==> src/rtl/jsr_seq_pkg.sv <==
package jsr_seq_pkg;
  typedef enum logic [2:0] {
    ST_IDLE    = 3'd0,
    ST_ADL     = 3'd1,
    ST_DUMMY   = 3'd2,
    ST_PUSH_HI = 3'd3,
    ST_PUSH_LO = 3'd4,
    ST_ADH     = 3'd5,
    ST_FETCH   = 3'd6
  } jsr_state_e;
endpackage

==> src/rtl/jsr_phase_edge.sv <==
module jsr_phase_edge (
  input  logic clk_i,
  input  logic rst_ni,
  input  logic phi2_i,
  output logic fall_o
);
  logic phi2_q;

  always_ff @(posedge clk_i or negedge rst_ni) begin
    if (!rst_ni) phi2_q <= 1'b0;
    else         phi2_q <= phi2_i;
  end

  assign fall_o = phi2_q & ~phi2_i;
endmodule

==> src/rtl/jsr_fsm.sv <==
module jsr_fsm
  import jsr_seq_pkg::*;
#(
  parameter int DATA_W = 8,
  parameter logic [DATA_W-1:0] CALL_OPCODE = 'h20
) (
  input  logic              clk_i,
  input  logic              rst_ni,
  input  logic              fall_i,
  input  logic              start_i,
  input  logic [DATA_W-1:0] opcode_i,
  output jsr_state_e        state_o,
  output logic              pc_load_o,
  output logic              pc_inc_o,
  output logic              sp_dec_o,
  output logic              adl_cap_o,
  output logic              tgt_load_o
);
  jsr_state_e state_q, state_d;
  logic       accept;

  assign accept = start_i && (opcode_i == CALL_OPCODE);

  always_comb begin
    state_d    = state_q;
    pc_load_o  = 1'b0;
    pc_inc_o   = 1'b0;
    sp_dec_o   = 1'b0;
    adl_cap_o  = 1'b0;
    tgt_load_o = 1'b0;
    if (fall_i) begin
      unique case (state_q)
        ST_IDLE, ST_FETCH: begin
          if (accept) begin
            state_d   = ST_ADL;
            pc_load_o = 1'b1;
          end else begin
            state_d = ST_IDLE;
          end
        end
        ST_ADL: begin
          adl_cap_o = 1'b1;
          state_d   = ST_DUMMY;
        end
        ST_DUMMY: begin
          pc_inc_o = 1'b1;
          state_d  = ST_PUSH_HI;
        end
        ST_PUSH_HI: begin
          sp_dec_o = 1'b1;
          state_d  = ST_PUSH_LO;
        end
        ST_PUSH_LO: state_d = ST_ADH;
        ST_ADH: begin
          sp_dec_o   = 1'b1;
          tgt_load_o = 1'b1;
          state_d    = ST_FETCH;
        end
        default: state_d = ST_IDLE;
      endcase
    end
  end

  always_ff @(posedge clk_i or negedge rst_ni) begin
    if (!rst_ni) state_q <= ST_IDLE;
    else         state_q <= state_d;
  end

  assign state_o = state_q;
endmodule

==> src/rtl/jsr_regs.sv <==
module jsr_regs #(
  parameter int DATA_W = 8,
  localparam int ADDR_W = 2 * DATA_W
) (
  input  logic              clk_i,
  input  logic              rst_ni,
  input  logic              pc_load_i,
  input  logic              pc_inc_i,
  input  logic              sp_dec_i,
  input  logic              adl_cap_i,
  input  logic              tgt_load_i,
  input  logic [ADDR_W-1:0] pc_i,
  input  logic [DATA_W-1:0] sp_i,
  input  logic [DATA_W-1:0] data_i,
  output logic [ADDR_W-1:0] pc_o,
  output logic [DATA_W-1:0] sp_o
);
  logic [ADDR_W-1:0] pc_q;
  logic [DATA_W-1:0] sp_q;
  logic [DATA_W-1:0] adl_q;

  always_ff @(posedge clk_i or negedge rst_ni) begin
    if (!rst_ni) begin
      pc_q  <= '0;
      sp_q  <= '0;
      adl_q <= '0;
    end else begin
      if (pc_load_i)       pc_q <= pc_i + ADDR_W'(1);
      else if (tgt_load_i) pc_q <= {data_i, adl_q};
      else if (pc_inc_i)   pc_q <= pc_q + ADDR_W'(1);

      if (pc_load_i)     sp_q <= sp_i;
      else if (sp_dec_i) sp_q <= sp_q - DATA_W'(1);  // wraps modulo 2**DATA_W

      if (adl_cap_i) adl_q <= data_i;
    end
  end

  assign pc_o = pc_q;
  assign sp_o = sp_q;
endmodule

==> src/rtl/jsr_bus.sv <==
module jsr_bus
  import jsr_seq_pkg::*;
#(
  parameter int DATA_W = 8,
  localparam int ADDR_W = 2 * DATA_W,
  parameter logic [DATA_W-1:0] STACK_PAGE = 'h01
) (
  input  jsr_state_e        state_i,
  input  logic              phi2_i,
  input  logic [ADDR_W-1:0] pc_i,
  input  logic [DATA_W-1:0] sp_i,
  output logic [ADDR_W-1:0] addr_o,
  output logic [DATA_W-1:0] data_o,
  output logic              data_oe_o,
  output logic              rw_n_o,
  output logic              sync_o,
  output logic              done_o
);
  logic [ADDR_W-1:0] stack_addr;
  logic              wr;
  logic              fetch;

  assign stack_addr = {STACK_PAGE, sp_i};

  always_comb begin
    addr_o = pc_i;
    data_o = '0;
    wr     = 1'b0;
    fetch  = 1'b0;
    unique case (state_i)
      ST_DUMMY: addr_o = stack_addr;
      ST_PUSH_HI: begin
        addr_o = stack_addr;
        data_o = pc_i[ADDR_W-1:DATA_W];
        wr     = 1'b1;
      end
      ST_PUSH_LO: begin
        addr_o = stack_addr;
        data_o = pc_i[DATA_W-1:0];
        wr     = 1'b1;
      end
      ST_FETCH: fetch = 1'b1;
      default: ;
    endcase
  end

  // drive only in the high phase of a write cycle
  assign data_oe_o = wr & phi2_i;
  assign rw_n_o    = ~wr;
  assign sync_o    = fetch;
  assign done_o    = fetch;
endmodule

==> src/rtl/jsr_sequencer.sv <==
module jsr_sequencer
  import jsr_seq_pkg::*;
#(
  parameter int DATA_W = 8,
  localparam int ADDR_W = 2 * DATA_W,
  parameter logic [DATA_W-1:0] STACK_PAGE  = 'h01,
  parameter logic [DATA_W-1:0] CALL_OPCODE = 'h20
) (
  input  logic              clk_i,
  input  logic              rst_ni,
  input  logic              phi2_i,
  input  logic              start_i,
  input  logic [DATA_W-1:0] opcode_i,
  input  logic [ADDR_W-1:0] pc_i,
  input  logic [DATA_W-1:0] sp_i,
  input  logic [DATA_W-1:0] data_i,
  output logic [ADDR_W-1:0] addr_o,
  output logic [DATA_W-1:0] data_o,
  output logic              data_oe_o,
  output logic              rw_n_o,
  output logic              sync_o,
  output logic              done_o,
  output logic [ADDR_W-1:0] pc_o,
  output logic [DATA_W-1:0] sp_o
);
  logic       fall;
  jsr_state_e state;
  logic       pc_load, pc_inc, sp_dec, adl_cap, tgt_load;

  jsr_phase_edge u_edge (
    .clk_i  (clk_i),
    .rst_ni (rst_ni),
    .phi2_i (phi2_i),
    .fall_o (fall)
  );

  jsr_fsm #(.DATA_W(DATA_W), .CALL_OPCODE(CALL_OPCODE)) u_fsm (
    .clk_i      (clk_i),
    .rst_ni     (rst_ni),
    .fall_i     (fall),
    .start_i    (start_i),
    .opcode_i   (opcode_i),
    .state_o    (state),
    .pc_load_o  (pc_load),
    .pc_inc_o   (pc_inc),
    .sp_dec_o   (sp_dec),
    .adl_cap_o  (adl_cap),
    .tgt_load_o (tgt_load)
  );

  jsr_regs #(.DATA_W(DATA_W)) u_regs (
    .clk_i      (clk_i),
    .rst_ni     (rst_ni),
    .pc_load_i  (pc_load),
    .pc_inc_i   (pc_inc),
    .sp_dec_i   (sp_dec),
    .adl_cap_i  (adl_cap),
    .tgt_load_i (tgt_load),
    .pc_i       (pc_i),
    .sp_i       (sp_i),
    .data_i     (data_i),
    .pc_o       (pc_o),
    .sp_o       (sp_o)
  );

  jsr_bus #(.DATA_W(DATA_W), .STACK_PAGE(STACK_PAGE)) u_bus (
    .state_i   (state),
    .phi2_i    (phi2_i),
    .pc_i      (pc_o),
    .sp_i      (sp_o),
    .addr_o    (addr_o),
    .data_o    (data_o),
    .data_oe_o (data_oe_o),
    .rw_n_o    (rw_n_o),
    .sync_o    (sync_o),
    .done_o    (done_o)
  );
endmodule

==> config.mk <==
export PLATFORM = sky130hd
export DESIGN_NAME = jsr_sequencer
export DESIGN_NICKNAME = d
export VERILOG_FILES = /design/src/rtl/jsr_seq_pkg.sv /design/src/rtl/jsr_phase_edge.sv /design/src/rtl/jsr_fsm.sv /design/src/rtl/jsr_regs.sv /design/src/rtl/jsr_bus.sv /design/src/rtl/jsr_sequencer.sv
export SDC_FILE = /design/constraint.sdc
export NUM_CORES = 1
export LEC_CHECK = 0
export BUFFER_PORTS_ARGS = -buffer_cell sky130_fd_sc_hd__buf_2
export CAP_MARGIN = 20
export CORE_UTILIZATION = 55
export CTS_CLUSTER_SIZE = 30
export DETAILED_ROUTE_END_ITERATION = 16
export PLACE_DENSITY = 0.95
export SETUP_SLACK_MARGIN = 0.3
export SLEW_MARGIN = 20
export SYNTH_ARGS = -nofsm -noshare
export SYNTH_HDL_FRONTEND = slang
export SYNTH_SLANG_ARGS = --single-unit
==> constraint.sdc <==
create_clock -name clk_i -period 2.9 [get_ports clk_i]
set_input_delay 0.58 -clock clk_i [delete_from_list [all_inputs] [get_ports clk_i]]
set_output_delay 0.58 -clock clk_i [all_outputs]
set_load 0.02 [all_outputs]
* Word level (Yosys, flattened, before mapping)
Cells that the tools add are included.
** Word-level totals
- Register bits after elaboration :: 36
- Bits of input ports :: 44
- Output and inout bits :: 52
- Logic and storage cells :: 49
** Cells by class
- Add/sub/neg operators :: 3
- Equality and inequality tests :: 7
- Multiplexer cells :: 22
- Bitwise operators :: 4
- Reductions and logical operators :: 8
** Operators by type and width (count)
- $mux 16 :: 4
- $add 16x1->16 const B :: 2
- $pmux 3 s6 :: 1
- $mux 8 :: 2
- $pmux 8 s2 :: 1
- $mux 1 :: 14
- $eq 3x3->1 const B :: 3
- $eq 8x6->1 const B :: 1
- $sub 8x1->8 const B :: 1
- $eq 3x2->1 const B :: 2
- $reduce_or 2->1 :: 3
- $eq 3x1->1 const B :: 1
- $logic_not 3->1 :: 1
- $reduce_bool 3->1 :: 1
- $reduce_or 3->1 :: 1
- $and 1x1->1 :: 2
- $not 1->1 :: 2
- $reduce_bool 2->1 :: 1
- $logic_and 1x1->1 :: 1

* Longest topological paths before layout
Gate-level depths: netlist (run 1).
- Depth after elaboration :: 6
- Gate-level depth with buffers :: 8

* Modules after synthesis
Synthesis (run 1) repeated with hierarchy kept, for this count alone.
** Unflattened totals
- Cells, all modules :: 315
- Area, all modules :: 2842.7 µm²
** Modules (own cells, without submodules)
- jsr_regs :: times used 1, cells each 245, area each 2200.9 µm²
- jsr_fsm :: times used 1, cells each 33, area each 309.0 µm²
- jsr_bus :: times used 1, cells each 35, area each 294.0 µm²
- jsr_phase_edge :: times used 1, cells each 2, area each 38.8 µm²

* Worst setup path before layout (run 1)
OpenSTA, ideal clock, no wires.
- Path kind :: reg-to-output
- From :: register u_fsm.state_q[2] (netlist: u_fsm.state_o[2])
- To :: output port data_oe_o
- Arrival time :: 1811 ps
- Required time :: 2320 ps
- Setup slack :: 509 ps
- Cell stages (with the launch flop) :: 8
- Path through :: dfrtp_1 -> buf_4 -> inv_1 -> buf_2 -> and3_1 -> clkbuf_1 -> nor2_1 -> nor2b_1
** Between the ends
- Longest elaborated chain between the ends :: 4
- Elaborated cells on any way between the ends :: 5
** Ends and longest elaborated chain
- from (decl) :: RTL line jsr_fsm.sv:19 : jsr_state_e state_q, state_d;
- from (signal assigned) :: RTL line jsr_fsm.sv:66 : else state_q <= state_d;
- $eq 3x2->1 / $eq 3x3->1 (equally long branches) :: RTL line jsr_bus.sv:30 : unique case (state_i)
- $reduce_or 2->1 (no line) (*)
- $mux 1 (*) :: RTL line jsr_bus.sv:30
- $and 1x1->1 (*) :: RTL line jsr_bus.sv:48 : assign data_oe_o = wr & phi2_i;
- to (decl) :: RTL line jsr_sequencer.sv:19 : output logic data_oe_o,
Mark *: on every way between the ends. The rest lies on a longest branch, timed or not.

* Final worst setup path (run 1)
- From :: register u_fsm.state_q[1] (netlist: u_fsm.state_o[1])
- To :: output port addr_o[6]
** Between the ends
- Longest elaborated chain between the ends :: 3
- Elaborated cells on any way between the ends :: 5
** Ends and longest elaborated chain
- $eq 3x2->1 / $eq 3x3->1 (equally long branches) :: RTL line jsr_bus.sv:30
- $reduce_or 3->1 (no line) (*)
- $mux 16 (*) :: RTL line jsr_bus.sv:30
- to (decl) :: RTL line jsr_sequencer.sv:17 : output logic [ADDR_W-1:0] addr_o,
Marked as above.

==> metrics.md, run 1 <==
| Metric | Value |
|---|---|
| Grt ovf | `0` |
| CTS tree | `built` |
| Period utilisation layout | `0.8560` |
| Gpl congestion | `0.9384` |
| First-pass GRT wire length | `12390 µm` |
| Synthesized area | `2728 µm²` |
| Ranking of synthesized cells by area | `dfrtp_1, mux2_2, xor2_1` |
| Clock Tree Root | `clkbuf_8` |
| Met1 Use GR | `0.4204` |
| H-tree depth | `2` |
| Hold crit path type | `in2async` |
| Count of different cell masters after synthesis | `55` |
| Commonest non-fill, non-tap cell in the layout | `buf_2` |
| Post-layout min period | `2.482 ns` |
| # diodes | `0` |
| Initial drt markers | `331` |
| RSZ-0062 raised after global routing | `false` |
| Slew margin rel. | `0.4548` |
| Starting Density | `0.5737` |
| P_leak | `1.531 nW` |
| Synth async-reset ratio | `1.000` |
| Yosys warning count | `0` |
| TritonCTS Buffers | `5` |
| Placed wire-length estimate | `5732 µm` |
| Most Crowded Layer GR | `met2` |
| Die area | `5245 µm²` |
| Max_cap viols | `0` |
| Via count | `2936` |
| VDD IR-drop max | `0.3786 mV` |
| CP max FO | `10` |
| Clk sinks | `36` |
| Drt first pass iters | `6` |
| Vias in the first global route | `2542` |
| NumNets Final | `453` |
| WP data required | `2.32 ns` |
| IO Pins | `96` |
| Fillers | `381` |
| Seq/Total Area, Yosys | `0.3303` |
| Skew final | `0.003446 ns` |
| Reg clk slew, reported paths | `0.07 ns` |
| Worst skew pair latency | `0.29 ns` |
| Final setup fails | `0` |
| Maximum root-to-sink buffer count | `2` |
| P&R area growth vs syn | `21.47%` |
| Classification of the worst setup path | `reg2out` |
| Yosys reg bits | `36` |
| Final Hold Fails | `0` |
| Final setup TNS | `0 ns` |
| F_max | `402.8 MHz` |
| DRT antenna net count | `0` |
| Design Power | `0.002869 W` |
| Core Region | `4755 µm²` |
| Synth Instances | `317` |
| Post-synth EDFFs | `0` |
| Status | `completed` |
| All-Layer GR Usage | `0.3069` |
| Final WL | `7812 µm` |
| PwrDens | `866.1 nW/µm²` |
| Largest net degree at the start of global routing | `37` |
| Share of cells above drive strength 1 | `0.3292` |
| Met3 Usage GRT | `0.06944` |
| Crit path DAT | `1.90 ns` |
| Number of remaining DRC errors | `0` |
| Slew Limit Fails | `0` |
| # rows | `25` |
| Highest-count cells in the layout ignoring fill and taps | `buf_2, nand2_1, dfrtp_1, nor2_1, o21ai_0` |
| Port bufs | `95` |
| Avg WL per Cell | `16.48 µm` |
| Met2 usage | `0.4798` |
| Top FF cell, synth | `dfrtp_1` |
| Worst slew pin tran | `0.8178 ns` |
| Area leader, netlist | `dfrtp_1` |
| Post-Synthesis Net Count | `364` |
| Crit start category | `flip-flop` |
| CTS Hold Bufs | `0` |
| Initial antenna violation count | `0` |
| Die height | `72.42 µm` |
| Die Wd | `72.42 µm` |
| Worst Setup End Kind | `output pin` |
| Via/cell ratio | `6.194` |
| Avg Cell Area, Syn | `8.604 µm²` |
| Post-synth top area share | `0.3303` |
[routing by layer]
metal | wire [µm] | share of wire
met5 | 0 | 0
met4 | 238 | 0.030
met3 | 833 | 0.11
met2 | 3540 | 0.45
met1 | 3198 | 0.41
[worst max-delay path, cell delays in order, from the launching register on]
cell and delay (ns):
dfrtp_2 0.50, nor3_2 0.07, buf_4 0.18, a21oi_2 0.16, buf_4 0.20, mux2_2 0.34, buf_2 0.16
[cell type report]
cell class	count	area, µm²	area share
clock buffers	8	90.09	0.02719
inverters	7	26.28	0.007931
repair buffers	102	528.0	0.1594
well taps	67	83.83	0.02530
multi-input cells	254	1682	0.5076
flip-flops and latches	36	903.4	0.2727
[stage by stage]
stage          hold WS, ns  area (µm²)  instances    util  setup WS, ns
2_1_floorplan       0.2844        2728        317       -        0.5088
3_3_place_gp        0.4979        3221        466  0.6774        0.6069
3_5_place_dp        0.5012        3221        466  0.6774        0.4942
4_1_cts             0.4078        3311        474  0.6963        0.3153
5_1_grt             0.4444        3313        474  0.6968        0.3575
6_report            0.3824        3313        474  0.6968        0.4175
[sequential cells by signal, indices dropped and copies added, names as in the netlist]
signal and flops:
u_regs.pc_o 16, u_regs.adl_q 8, u_edge.phi2_q 1, u_fsm.state_o 3, u_regs.sp_o 8
[synth_stat cells, drive strengths merged (2+ instances only)]
cell type,n
dfrtp,36
nand2,34
nor2,29
o21ai,21
nor3,17
mux2,16
buf,15
nand3,15
xor2,15
xnor2,13
a22o,9
nor4,9
a31oi,8
a21oi,7
and2,7
inv,7
a211o,6
clkbuf,5
nand4,5
o221ai,5
a211oi,3
and3,3
ha,3
nand2b,3
a21o,2
a41oi,2
and4bb,2
o31ai,2
[path summary, 6_finish.rpt]
kind                                  start  depth (start not counted)          endpoint  slack, ns
max in group asynchronous            rst_ni                          1  u_fsm.state_o[1]       1.96
min in group clk_i                   phi2_i                          1     u_edge.phi2_q       0.47
min reg2reg                 u_regs.adl_q[6]                          1   u_regs.adl_q[6]       0.52
max reg2reg                  u_regs.pc_o[0]                          6   u_regs.pc_o[14]       0.55
min                                  rst_ni                          1    u_regs.sp_o[7]       0.38
max                        u_fsm.state_o[1]                          6         addr_o[6]       0.42
[where the power goes]
group | total, W | leakage [nW] | internal [W] | switching (W)
sequential | 0.000960 | 0.463 | 0.000670 | 0.000290
clock | 0.000369 | 0.0455 | 0.000194 | 0.000176
combinational | 0.00154 | 1.02 | 0.000645 | 0.000895
[cell families (layout without fill, tap and decap cells)]
logic type	count (synthesis)	after routing	synth area share
AOI/OAI and AO/OA	73	73	0.1862
adders and majority gates	3	3	0.01376
DFF	36	36	0.3303
xor gates and xnor gates	28	28	0.09679
buffers and inverters	27	117	0.05321
muxes	17	17	0.07110
and+or+nand+nor	133	133	0.2486
[timing repair]
item,CTS,global route
buffers inserted,0,0
endpoints found under the setup margin,0,6
resized for setup,0,2
No activity file was read; power rests on OpenSTA's default activity.
==> inputs of run 2 (changes only) <==
Settings changed: PLACE_DENSITY 0.95 to 0.94, SYNTH_HIERARCHICAL set to 1.
==> metrics.md, run 2 <==
| Metric | Value |
|---|---|
| Status | `completed` |
| Final setup fails | `0` |
| Slew Limit Fails | `0` |
| Slew margin rel. | `0.4454` |
| Post-synth EDFFs | `0` |
| Port bufs | `95` |
| Gpl congestion | `0.8691` |
| Maximum root-to-sink buffer count | `2` |
| IO Pins | `96` |
| CTS tree | `built` |
| Avg Cell Area, Syn | `9.025 µm²` |
| Crit path DAT | `1.91 ns` |
| Synth async-reset ratio | `1.000` |
| Final Hold Fails | `0` |
| # rows | `25` |
| Avg WL per Cell | `17.10 µm` |
| All-Layer GR Usage | `0.3115` |
| Clock Tree Root | `clkbuf_8` |
| Synth Instances | `315` |
| Die height | `73.89 µm` |
| Synthesized area | `2843 µm²` |
| Via count | `2980` |
| TritonCTS Buffers | `5` |
| Hold crit path type | `in2async` |
| Slack of the critical path | `0.4132 ns` |
| Die Wd | `73.89 µm` |
| CP max FO | `16` |
| Classification of the worst setup path | `reg2out` |
| Initial drt markers | `457` |
| PwrDens | `761.9 nW/µm²` |
| Core Region | `4848 µm²` |
| DRT antenna net count | `0` |
| Area leader, netlist | `dfrtp_1` |
| DP Worst Slack | `0.5614 ns` |
| Post-Synthesis Net Count | `363` |
| Share of cells above drive strength 1 | `0.3796` |
| Ranking of synthesized cells by area | `dfrtp_1, mux2_2, xor2_1` |
| Top FF cell, synth | `dfrtp_1` |
| Period utilisation layout | `0.8575` |
| Post-synth top area share | `0.3169` |
| Final setup TNS | `0 ns` |
| Crit start category | `flip-flop` |
| P_leak | `1.660 nW` |
| Worst slew pin tran | `0.8319 ns` |
| Yosys reg bits | `36` |
| Worst skew pair latency | `0.30 ns` |
| Worst Setup End Kind | `output pin` |
| Number of remaining DRC errors | `0` |
| RSZ-0062 raised after global routing | `false` |
| Commonest non-fill, non-tap cell in the layout | `buf_2` |
| Number of flip-flops in the largest register | `16` |
| Placed wire-length estimate | `5888 µm` |
| Reg clk slew, reported paths | `0.08 ns` |
| Initial antenna violation count | `0` |
| Yosys warning count | `6` |
| Count of different cell masters after synthesis | `61` |
| Top-count cell post-synth | `dfrtp_1` |
| WP data required | `2.32 ns` |
| Clk sinks | `36` |
| Die area | `5460 µm²` |
| Highest-count cells in the layout ignoring fill and taps | `buf_2, dfrtp_1, nand2_1, xor2_1` |
| Drt first pass iters | `5` |
| Commonest cells in the netlist | `dfrtp_1, nand2_1, xor2_1` |
| Largest net degree at the start of global routing | `37` |
| Seq/Total Area, Yosys | `0.3169` |
| CTS Hold Bufs | `0` |
| P&R area growth vs syn | `22.89%` |
| First-pass GRT wire length | `12740 µm` |
| Max_cap viols | `0` |
| Via/cell ratio | `6.234` |
| Grt ovf | `0` |
| H-tree depth | `2` |
| Skew final | `0.01352 ns` |
| Vias in the first global route | `2702` |
| Starting Density | `0.5863` |
| VDD IR-drop max | `0.3800 mV` |
| F_max | `402.1 MHz` |
| Post-layout min period | `2.487 ns` |
| # diodes | `0` |
| NumNets Final | `458` |
| Final WL | `8173 µm` |
## run 2: cell count changes in the layout (fill, tap and decap cells not counted), sizes merged, moves of 4 or more
cell,delta
nor2,-11
inv,+7
a21oi,+6
mux2i,+5
a211o,-4
a31oi,-4
buf,+4
nand4,+4
nor3b,+4
xor2,+4
## run 2: final timing paths
check | start | end | slack (ns) | depth (start not counted)
worst max-delay path | u_fsm/state_o[2] | addr_o[3] | 0.41 | 6
worst min-delay path | rst_ni | u_edge/phi2_q | 0.36 | 1
worst max register to register | u_fsm/state_o[2] | u_regs/pc_o[15] | 0.72 | 7
worst min register to register | u_regs/adl_q[2] | u_regs/adl_q[2] | 0.51 | 1
max in group asynchronous | rst_ni | u_fsm/state_o[1] | 1.97 | 1
min in group clk_i | phi2_i | u_edge/phi2_q | 0.44 | 1
## run 2: cell type report
| type | instances | area (µm²) |
|---|---|---|
| Clock inverter | 3 | 23.77 |
| Fill cell | 355 | 1355 |
| Tap cell | 67 | 83.83 |
| Inverter | 14 | 52.55 |
| Timing Repair Buffer | 106 | 561.8 |
| Sequential cell | 36 | 903.4 |
| Multi-Input combinational cell | 247 | 1799 |
| Clock buffer | 5 | 68.82 |
## run 2: what timing repair did
item,CTS,global route
endpoints found under the setup margin,7,7
cloned,0,0
setup buffers,0,3
resized for setup,2,1
## run 2: metal layers
metal / vias up / track usage / wire length, µm
met3: 41 / 0.05075 / 725
li1: 1324 / - / -
met4: 0 / 0.1389 / 288
met2: 228 / 0.5372 / 3983
met1: 1387 / 0.3808 / 3175
met5: - / 0 / 0
## run 2: critical path, stage by stage, from the launching register on
cell	delay, ns
dfrtp_2	0.44
nor3b_2	0.16
buf_4	0.18
a21oi_2	0.12
buf_6	0.19
mux2_2	0.36
buf_2	0.16
## run 2: through the flow
| stage | utilization | hold slack, ns | total power, W | instance area (µm²) | instances |
|---|---|---|---|---|---|
| after detailed placement | 0.6955 | 0.4982 | 0.002229 | 3372 | 467 |
| after floorplan | - | 0.2844 | 0.001795 | 2843 | 315 |
| final | 0.7205 | 0.3632 | 0.002662 | 3493 | 478 |
| after CTS | 0.7151 | 0.3897 | 0.002606 | 3467 | 475 |
| after global placement | 0.6955 | 0.4917 | 0.002162 | 3372 | 467 |
| after global routing | 0.7205 | 0.4397 | 0.002801 | 3493 | 478 |
## run 2: power breakdown
group / internal [W] / switching, W
Sequential: 0.000672 / 0.000275
Clock: 0.000170 / 0.000201
Combinational: 0.000568 / 0.000776
## run 2: logic make-up after synthesis
group	Yosys count	share of synthesized area
buffers and inverters	32	0.05282
flip-flops	36	0.3169
multiplexers	23	0.09111
XOR/XNOR	32	0.09859
AND/OR/NAND/NOR	123	0.2654
adder cells (fa/ha/maj)	4	0.01761
AO/OA/AOI/OAI	65	0.1576
